===== config.mk =====
export PLATFORM = sky130hd
export DESIGN_NAME = hsel_spi_slave
export DESIGN_NICKNAME = d
export VERILOG_FILES = /design/src/rtl/hsel_pkg.sv /design/src/rtl/hsel_sync.sv /design/src/rtl/hsel_rx.sv /design/src/rtl/hsel_tx.sv /design/src/rtl/hsel_spi_slave.sv
export SDC_FILE = /design/constraint.sdc
export NUM_CORES = 1
export LEC_CHECK = 0
export BUFFER_PORTS_ARGS = -buffer_cell sky130_fd_sc_hd__buf_2
export CELL_PAD_IN_SITES_DETAIL_PLACEMENT = 1
export CELL_PAD_IN_SITES_GLOBAL_PLACEMENT = 1
export CORE_ASPECT_RATIO = 0.8
export CORE_MARGIN = 2
export CORE_UTILIZATION = 40
export DETAILED_ROUTE_END_ITERATION = 10
export PLACE_DENSITY = 0.81
export SYNTH_ARGS = -nofsm -noshare
export SYNTH_HDL_FRONTEND = slang
export SYNTH_SLANG_ARGS = --single-unit
export TNS_END_PERCENT = 10

===== constraint.sdc =====
create_clock -name clk -period 2.5 [get_ports clk]
set_clock_uncertainty 0.2 [all_clocks]
set_input_delay 0.5 -clock clk [delete_from_list [all_inputs] [get_ports clk]]
set_output_delay 0.5 -clock clk [all_outputs]
set_load 0.03 [all_outputs]

===== src/rtl/hsel_pkg.sv =====
package hsel_pkg;
    parameter int unsigned LONG_BITS  = 16;
    parameter int unsigned SHORT_BITS = 8;
    parameter int unsigned SYNC_DEPTH = 2;
endpackage


===== src/rtl/hsel_sync.sv =====
module hsel_sync #(
    parameter int unsigned W      = 3,
    parameter int unsigned STAGES = 2
) (
    input  logic         clk,
    input  logic         rst_n,
    input  logic [W-1:0] d_i,
    output logic [W-1:0] q_o
);
    logic [W-1:0] st_d [STAGES];
    logic [W-1:0] st_q [STAGES];

    always_comb begin
        st_d[0] = d_i;
        for (int i = 1; i < STAGES; i++) st_d[i] = st_q[i-1];
    end

    always_ff @(posedge clk or negedge rst_n) begin
        if (!rst_n) begin
            for (int i = 0; i < STAGES; i++) st_q[i] <= '0;
        end else begin
            for (int i = 0; i < STAGES; i++) st_q[i] <= st_d[i];
        end
    end

    assign q_o = st_q[STAGES-1];
endmodule


===== src/rtl/hsel_rx.sv =====
module hsel_rx #(
    parameter int unsigned LONG_W  = 16,
    parameter int unsigned SHORT_W = 8
) (
    input  logic              clk,
    input  logic              rst_n,
    input  logic              sel,
    input  logic              sck,
    input  logic              sdi,
    output logic [LONG_W-1:0] word_o,
    output logic              valid_o,
    output logic              long_o,
    output logic              err_o
);
    localparam int unsigned CNT_W   = $clog2(LONG_W + 2);
    localparam logic [CNT_W-1:0] CNT_MAX = {CNT_W{1'b1}};
    localparam logic [CNT_W-1:0] CNT_LONG  = CNT_W'(LONG_W);
    localparam logic [CNT_W-1:0] CNT_SHORT = CNT_W'(SHORT_W);

    typedef struct packed {
        logic              sel_p;
        logic              sck_p;
        logic [CNT_W-1:0]  cnt;
        logic [LONG_W-1:0] sh;
        logic [LONG_W-1:0] word;
        logic              long_f;
        logic              valid;
        logic              err;
    } rx_st_t;

    rx_st_t st_d, st_q;

    always_comb begin
        st_d       = st_q;
        st_d.valid = 1'b0;
        st_d.err   = 1'b0;
        st_d.sel_p = sel;
        st_d.sck_p = sck;
        if (sel && !st_q.sel_p) begin
            st_d.cnt = '0;
            st_d.sh  = '0;
        end else if (sel && sck && !st_q.sck_p) begin
            st_d.sh = {st_q.sh[LONG_W-2:0], sdi};
            if (st_q.cnt != CNT_MAX) st_d.cnt = st_q.cnt + 1'b1;
        end else if (!sel && st_q.sel_p) begin
            if (st_q.cnt == CNT_LONG) begin
                st_d.word   = st_q.sh;
                st_d.long_f = 1'b1;
                st_d.valid  = 1'b1;
            end else if (st_q.cnt == CNT_SHORT) begin
                st_d.word                = '0;
                st_d.word[SHORT_W-1:0]   = st_q.sh[SHORT_W-1:0];
                st_d.long_f              = 1'b0;
                st_d.valid               = 1'b1;
            end else begin
                st_d.err = 1'b1;
            end
        end
    end

    always_ff @(posedge clk or negedge rst_n) begin
        if (!rst_n) st_q <= '0;
        else        st_q <= st_d;
    end

    assign word_o  = st_q.word;
    assign valid_o = st_q.valid;
    assign long_o  = st_q.long_f;
    assign err_o   = st_q.err;

    assert_one_outcome_R4: assert property (@(posedge clk) disable iff (!rst_n)
        !(st_q.valid && st_q.err));
    assert_valid_single_R3: assert property (@(posedge clk) disable iff (!rst_n)
        st_q.valid |=> !st_q.valid);
    assert_err_keeps_word_R5: assert property (@(posedge clk) disable iff (!rst_n)
        st_q.err |-> ($stable(st_q.word) && $stable(st_q.long_f)));
    assert_start_clears_R2: assert property (@(posedge clk) disable iff (!rst_n)
        (sel && !st_q.sel_p) |=> (st_q.cnt == '0));
    assert_idle_ignores_R6: assert property (@(posedge clk) disable iff (!rst_n)
        (!sel && !st_q.sel_p) |=> ($stable(st_q.cnt) && $stable(st_q.sh)));
endmodule


===== src/rtl/hsel_tx.sv =====
module hsel_tx #(
    parameter int unsigned LONG_W = 16
) (
    input  logic              clk,
    input  logic              rst_n,
    input  logic              sel,
    input  logic              sck,
    input  logic [LONG_W-1:0] load_i,
    output logic              sdo_o
);
    typedef struct packed {
        logic              sel_p;
        logic              sck_p;
        logic [LONG_W-1:0] sh;
        logic              sdo;
    } tx_st_t;

    tx_st_t st_d, st_q;
    logic   sck_fall;

    always_comb begin
        st_d       = st_q;
        st_d.sel_p = sel;
        st_d.sck_p = sck;
        sck_fall   = st_q.sck_p && !sck;
        if (sel && !st_q.sel_p)  st_d.sh = load_i;
        else if (sel && sck_fall) st_d.sh = {st_q.sh[LONG_W-2:0], 1'b0};
        st_d.sdo = sel ? st_d.sh[LONG_W-1] : 1'b0;
    end

    always_ff @(posedge clk or negedge rst_n) begin
        if (!rst_n) st_q <= '0;
        else        st_q <= st_d;
    end

    assign sdo_o = st_q.sdo;

    assert_shift_on_fall_R8: assert property (@(posedge clk) disable iff (!rst_n)
        (sel && st_q.sel_p && !sck_fall) |=> $stable(st_q.sh));
    assert_idle_low_R9: assert property (@(posedge clk) disable iff (!rst_n)
        (!st_q.sel_p && !sel) |=> !st_q.sdo);
endmodule


===== src/rtl/hsel_spi_slave.sv =====
module hsel_spi_slave
    import hsel_pkg::*;
#(
    parameter int unsigned LONG_W  = LONG_BITS,
    parameter int unsigned SHORT_W = SHORT_BITS,
    parameter int unsigned SYNC_N  = SYNC_DEPTH
) (
    input  logic              clk,
    input  logic              rst_n,
    input  logic              sel_i,
    input  logic              sck_i,
    input  logic              sdi_i,
    input  logic [LONG_W-1:0] tx_word_i,
    output logic              sdo_o,
    output logic [LONG_W-1:0] rx_word_o,
    output logic              rx_valid_o,
    output logic              rx_long_o,
    output logic              rx_err_o
);
    logic [2:0] raw_w, syn_w;

    assign raw_w = {sel_i, sck_i, sdi_i};

    hsel_sync #(.W(3), .STAGES(SYNC_N)) u_sync (
        .clk(clk), .rst_n(rst_n), .d_i(raw_w), .q_o(syn_w)
    );

    hsel_rx #(.LONG_W(LONG_W), .SHORT_W(SHORT_W)) u_rx (
        .clk(clk), .rst_n(rst_n),
        .sel(syn_w[2]), .sck(syn_w[1]), .sdi(syn_w[0]),
        .word_o(rx_word_o), .valid_o(rx_valid_o),
        .long_o(rx_long_o), .err_o(rx_err_o)
    );

    hsel_tx #(.LONG_W(LONG_W)) u_tx (
        .clk(clk), .rst_n(rst_n),
        .sel(syn_w[2]), .sck(syn_w[1]),
        .load_i(tx_word_i), .sdo_o(sdo_o)
    );
endmodule


==> results of run 1 <==
## layout make-up
cell class                 instances  area (µm²)
sequential                        65        1627
tap                               87       108.9
timing repair buffer              48       275.3
inverter                           6       22.52
clock buffer                      11       131.4
clock inverter                     4       45.04
multi-input combinational        159       913.4
fill                             777        3667
## metal layers
metal / vias to the layer above / track usage (%) / wire length (µm)
li1: 927 / - / -
met3: 11 / 6.144 / 236
met4: 0 / 6.338 / 93
met1: 969 / 21.33 / 2743
met5: - / 0 / 0
met2: 35 / 27.22 / 2665
## stage by stage
stage          util (%)  power, µW
2_1_floorplan         -       1239
3_3_place_gp      43.25       1303
3_5_place_dp      43.25       1313
4_1_cts           45.99       2157
5_1_grt           45.99       2233
6_report          45.99       2125
## sequential cells by signal, indices dropped and copies added (netlist names)
name,flops
u_rx.err_o,1
u_rx.long_o,1
u_rx.st_q,21
u_rx.valid_o,1
u_rx.word_o,16
u_sync.q_o,3
u_sync.st_d,3
u_tx.sdo_o,1
u_tx.st_q,18
## cell families after synthesis
kind of cell / after synthesis / synth area share, %
buffers and inverters: 38 / 8.442
muxes: 10 / 3.973
and+or+nand+nor: 89 / 15.17
xor gates and xnor gates: 1 / 0.3161
adders and majority gates: 3 / 1.355
AOI/OAI and AO/OA: 56 / 12.05
DFF: 65 / 58.69
## worst max-delay path, delay by kind of cell, from the launching register on
kind | cells | cell delay [ps]
AND/OR/NAND/NOR | 3 | 650
AO/OA/AOI/OAI | 1 | 200
adder cells (fa/ha/maj) | 2 | 440
flip-flops | 1 | 420
## final timing paths
kind,from,end,slack [ps]
min in group asynchronous,rst_n,u_tx.st_q[8]$_DFFE_PN0P_,500
hold reg to reg,u_sync.st_d[2]$_DFF_PN0_,u_sync.q_o[2]$_DFF_PN0_,160
setup / recovery,u_rx.st_q[35]$_DFFE_PN0P_,u_rx.st_q[39]$_DFFE_PN0P_,480
hold / removal,sdi_i,u_sync.st_d[0]$_DFF_PN0_,70
max in group asynchronous,rst_n,u_tx.sdo_o$_DFF_PN0_,1310
setup reg to reg,u_rx.st_q[35]$_DFFE_PN0P_,u_rx.st_q[39]$_DFFE_PN0P_,480
## placed cells by master, fill, tap and decap left out, drive strengths merged, types with 2 or more instances in the layout
cell type | Yosys | layout
mux2i | 2 | 2
and3b | 2 | 2
nand3b | 2 | 2
a22o | 8 | 8
clkinv | 0 | 3
nor2 | 16 | 16
nand3 | 14 | 14
dfrtp | 65 | 65
clkbuf | 5 | 11
nand2 | 47 | 47
ha | 3 | 3
a32o | 2 | 2
o22ai | 2 | 2
mux2 | 8 | 8
buf | 27 | 47
nand2b | 2 | 2
inv | 6 | 6
a21oi | 38 | 38
a31oi | 2 | 2
## report_power, final
part | leakage [µW] | internal, µW | total (µW) | switching (µW)
sequential | 0.000845 | 1100 | 1140 | 32.4
clock | 0.0000929 | 450 | 830 | 380
combinational | 0.000677 | 59.8 | 160 | 99.8
total | 0.00161 | 1610 | 2120 | 512
## timing repair
action	in CTS	in global routing
resized for setup	0	0
hold buffers	1	0
setup endpoints to repair	0	0
endpoints found under the hold margin	65	0
==> reports/metrics.csv, run 1 <==
metric,value,unit
outcome,"complete, no violations",
die_area,7614,µm²
required,2530,ps
num_io_pins,41,
cts.root.buffer_cell,sky130_fd_sc_hd__clkbuf_8,
maxSlewViolCount,0,
arrival,2050,ps
die_w,97.06,µm
type_of_the_worst_setup_path,reg2reg,
grt_antenna_before_repair,0,
cts_htree_levels,3,
holdCritPathClass,in2reg,
max-cap-violations,0,
number_of_clock_sinks,65,
grt_first_pass_wirelength,10.09,mm
grt_util_all_layers,17.01,%
num_vias,1942,
post_cts_buffers,0,
synth.lib_cells_used.distinct,32,
grt-ovfl-total,0,
io_buffer_count,40,
worstRegToRegCells,6,
synth_top_area_share,58.69,%
place_worst_setup_slack,516.7,ps
wl,5.738,mm
synthesis.instances,262,
initial_core_util,40.81,%
synth-main-ff-cell,sky130_fd_sc_hd__dfrtp_1,
setup-tns-final,0,ps
yosys-top-cells-count,"65 x sky130_fd_sc_hd__dfrtp_1, 47 x sky130_fd_sc_hd__nand2_1, 38 x sky130_fd_sc_hd__a21oi_1",
cts_tree,built,
setup_viol,0,
mappedNetlistNets,286,
worst-path-max-fanout,6,
postSynthRegisterBits,65,
synth-edff-count,0,
p_r_area_growth_vs_syn,12.69,%
layout.cells.non_filler,380,
critical_path.slowest_cell,sky130_fd_sc_hd__dfrtp_1,
hold_slack,66.44,ps
cts_buffer_depth,2,
share_of_post_route_cells_with_drive_strength_above_1,24.57,%
post_synth_main_area_contributors,"sky130_fd_sc_hd__dfrtp_1 59%, sky130_fd_sc_hd__a21oi_1 6.9%, sky130_fd_sc_hd__nand2_1 6.4%, sky130_fd_sc_hd__buf_4 4.9%, sky130_fd_sc_hd__mux2_2 3.3%",
syn-mean-instance-area,10.58,µm²
fmax,494.7,MHz
start_kind,flip-flop,
nNetsFinal,313,
coreArea,6790,µm²
insertion_delay,340,ps
drt-initial-drc-count,77,
grt_start_max_net_pins,66,
rsz0062_at_grt,false,
static_leakage,0.001615,µW
ant_nets,0,
critical-path-top-cell-by-count,sky130_fd_sc_hd__ha_1,
power.density_cell_area,680.4,nW/µm²
synth_async_sr_flop_share,100.0,%
timing_hold_violations_final,0,
finalCritPeriodShare,80.86,%
final_cell_area,3123,µm²
crit_path_end_kind,flip-flop,
numPlacedInstances,364,
route.detailed.wl_per_inst,15.10,µm
rows,27,
min_path_cells,1,
slowest_delay,420,ps
final_weighted_congestion_of_routability_driven_global_placement,0.7235,
worst_slack,478.5,ps
post-synth-top-count-cell,sky130_fd_sc_hd__dfrtp_1,
timing_worst_slew_pin_value,689.8,ps
vdd.ir_drop.worst,0.3460,mV
register_area_share_after_synthesis,58.69,%
clkTransAtPathRegs,70,ps
die-height,78.45,µm
yosysWarningCount,0,
antennaDiodeCount,0,
via_count_of_the_first_global_routing_pass,2089,
final_period_minus_worst_setup_slack,2021,ps
post-dp-hpwl,3.723,mm
detail_route.drc_violations,0,
dpl-instance-area,2937,µm²
timing.slew.headroom,53.88,%
synth.cell_area,2771,µm²
cts_buffers,9,
timing.critical_path.cells,ha_1 -> and3_1 -> ha_1 -> and4bb_2 -> nor2_1 -> a32o_1,
route.detailed.vias_per_inst,5.111,
largest_area_contributor_in_the_netlist,sky130_fd_sc_hd__dfrtp_1,
drt_pass1_iterations,5,
Note: power is estimated with default switching activity, not from simulation.
==> inputs of run 2 (changes only) <==
PLACE_DENSITY = 0.84   (was 0.81)
clock period = 1.8 ns   (was 2.5 ns; I/O delays follow)
==> run 2 against run 1 <==
Compared with the run above: the run now ends with setup timing left; design area increased by 5.9%; setup slack got worse by 570 ps; die area unchanged; critical endpoint unchanged; routed wire length increased by 13%; sequential power increased by 39%; largest cell class unchanged; via count increased by 6.9%; total power increased by 33%.
==> reports/metrics.csv, run 2 (same netlist as run 1, synthesis figures left out) <==
metric,value,unit,change
outcome,"finished, violations left",,"was complete, no violations"
failed_checks,setup timing,,
final_weighted_congestion_of_routability_driven_global_placement,0.7827,,was 0.7235
rsz0062_at_grt,true,,was false
cts_buffer_depth,2,,unchanged
place_worst_setup_slack,-129.7,ps,was 516.7 ps
p_r_area_growth_vs_syn,19.37,%,was 12.69%
global_route.usage.met2,30.07,%,was 27.22%
die_w,97.06,µm,unchanged
coreArea,6790,µm²,unchanged
holdCritPathClass,in2reg,,unchanged
timing_worst_slew_pin_value,586.1,ps,was 689.8 ps
clkTransAtPathRegs,60,ps,was 70 ps
rows,27,,unchanged
start_kind,flip-flop,,unchanged
pwr-share-clk,34.6,%,was 39.1%
power.density_cell_area,851.5,nW/µm²,was 680.4 nW/µm²
ant_nets,0,,unchanged
share_of_post_route_cells_with_drive_strength_above_1,29.35,%,was 24.57%
post-dp-hpwl,4.133,mm,was 3.723 mm
initial_core_util,40.81,%,unchanged
cts_htree_levels,3,,unchanged
finalCritPeriodShare,105.1,%,was 80.86%
io_buffer_count,40,,unchanged
die-height,78.45,µm,unchanged
maxSlewViolCount,0,,unchanged
power.share.combinational,9.4,%,was 7.5%
grt.met3_usage,3.117,%,was 6.144%
final_util,48.72,%,was 45.99%
switchingPower,687.0,µW,was 511.8 µW
fmax,528.7,MHz,was 494.7 MHz
nNetsFinal,331,,was 313
static_leakage,0.001699,µW,was 0.001615 µW
vdd.ir_drop.worst,0.3240,mV,was 0.3460 mV
grt-busiest-layer,met2,,unchanged
grt_antenna_before_repair,0,,unchanged
type_of_the_worst_setup_path,reg2reg,,unchanged
detail_route.drc_violations,0,,unchanged
antennaDiodeCount,0,,unchanged
timing.slew.headroom,60.93,%,was 53.88%
layout.cells.most_common_list,"65 x sky130_fd_sc_hd__dfrtp_1, 47 x sky130_fd_sc_hd__nand2_1, 40 x sky130_fd_sc_hd__buf_2, 37 x sky130_fd_sc_hd__a21oi_1, 18 x sky130_fd_sc_hd__buf_4",,"was 65 x sky130_fd_sc_hd__dfrtp_1, 47 x sky130_fd_sc_hd__nand2_1, 40 x sky130_fd_sc_hd__buf_2, 38 x sky130_fd_sc_hd__a21oi_1, 16 x sky130_fd_sc_hd__nor2_1"
num_io_pins,41,,unchanged
cts_buffers,9,,unchanged
worst-path-max-fanout,6,,unchanged
met1_usage,21.52,%,was 21.33%
drt-initial-drc-count,88,,was 77
insertion_delay,330,ps,was 340 ps
grt_util_all_layers,17.50,%,was 17.01%
most_common_library_cell_in_the_layout_ignoring_fill_and_taps,sky130_fd_sc_hd__dfrtp_1,,unchanged
required,1820,ps,was 2530 ps
cts.root.buffer_cell,sky130_fd_sc_hd__clkbuf_8,,unchanged
final_period_minus_worst_setup_slack,1892,ps,was 2021 ps
grt-ovfl-total,0,,unchanged
max_ffs_per_register,21,,unchanged
grt_first_pass_wirelength,10.47,mm,was 10.09 mm
route.detailed.wl_per_inst,16.39,µm,was 15.10 µm
hold_slack,28.23,ps,was 66.44 ps
drt_pass1_iterations,4,,was 5
sw_frac_of_total,24.39,%,was 24.08%
arrival,1910,ps,was 2050 ps
setup_viol,17,,was 0
worst_slack,-91.57,ps,was 478.5 ps
via_count_of_the_first_global_routing_pass,2228,,was 2089
share_seq_of_total_power,56.0,%,was 53.4%
max-cap-violations,0,,unchanged
timing_hold_violations_final,0,,unchanged
cts_tree,built,,unchanged
die_area,7614,µm²,unchanged
number_of_clock_sinks,65,,unchanged
num_vias,2076,,was 1942
crit_path_end_kind,flip-flop,,unchanged
grt_start_max_net_pins,66,,unchanged
route.detailed.vias_per_inst,5.229,,was 5.111
wl,6.506,mm,was 5.738 mm
registers.top_by_ff_count,u_rx.st_q,,unchanged
internal_power,2130,µW,was 1613 µW
==> run 2: cell types whose count changed in the layout (fill, tap and decap cells not counted), moves of 2 or more <==
cell and delta:
sky130_fd_sc_hd__buf_4 +12, sky130_fd_sc_hd__dlygate4sd3_1 +3, sky130_fd_sc_hd__ha_1 -3, sky130_fd_sc_hd__buf_12 +2, sky130_fd_sc_hd__clkbuf_1 +2, sky130_fd_sc_hd__clkinv_2 -2, sky130_fd_sc_hd__ha_2 +2
==> run 2: worst paths after layout <==
path	start	to	slack, ps	cells past startpoint
min	tx_word_i[0]	u_tx.st_q[1]$_DFFE_PN0P_	30	3
min reg2reg	u_sync.st_d[1]$_DFF_PN0_	u_sync.q_o[1]$_DFF_PN0_	160	0
min in group asynchronous	rst_n	u_rx.word_o[2]$_DFFE_PN0P_	370	3
max in group asynchronous	rst_n	u_tx.sdo_o$_DFF_PN0_	740	3
max reg2reg	u_rx.st_q[35]$_DFFE_PN0P_	u_rx.st_q[39]$_DFFE_PN0P_	-90	6
max	u_rx.st_q[35]$_DFFE_PN0P_	u_rx.st_q[39]$_DFFE_PN0P_	-90	6
==> run 2: final cells by class <==
type                            instances  area, µm²
Clock buffer                           13      138.9
Clock inverter                          1      5.005
Fill cell                             758       3482
Inverter                                6      22.52
Multi-Input combinational cell        159      959.7
Sequential cell                        65       1627
Tap cell                               87      108.9
Timing Repair Buffer                   66      446.7
==> run 2: timing repair <==
| item | CTS | global route |
|---|---|---|
| endpoints found under the hold margin | 68 | 0 |
| setup buffers | 2 | 5 |
| endpoints found under the setup margin | 13 | 22 |
| pin swaps | 1 | 0 |
| hold buffers | 4 | 0 |
| resized for setup | 3 | 5 |
==> run 2: metrics by stage <==
step                total power (µW)  instance area, µm²  TNS [ps]  cells
CTS                             2844                3244    -330.0    392
finish                          2817                3308    -455.5    397
floorplan                       1721                2784    -7.582    262
detailed placement              1843                3032    -703.5    372
global placement                1826                3032    -110.7    372
global route                    2948                3308     -1886    397
==> run 2: critical path, stage by stage, from the launching register on <==
cell	delay, ps
sky130_fd_sc_hd__dfrtp_1	420
sky130_fd_sc_hd__ha_2	200
sky130_fd_sc_hd__and3_4	180
sky130_fd_sc_hd__ha_4	150
sky130_fd_sc_hd__and4bb_4	360
sky130_fd_sc_hd__nor2_4	50
sky130_fd_sc_hd__a32o_1	220
==> run 2: power by group through the flow <==
stage               clock, µW  combinational [µW]  sequential [µW]
floorplan                   0                 126             1600
global placement            0                 228             1600
detailed placement          0                 241             1600
CTS                      1010                 256             1580
global route             1070                 295             1580
finish                    975                 265             1580
==> run 2: routing by layer <==
metal	up-vias	wire, µm
met2	40	3372
met4	0	116
li1	965	-
met1	1059	2834
met3	12	183
met5	-	0
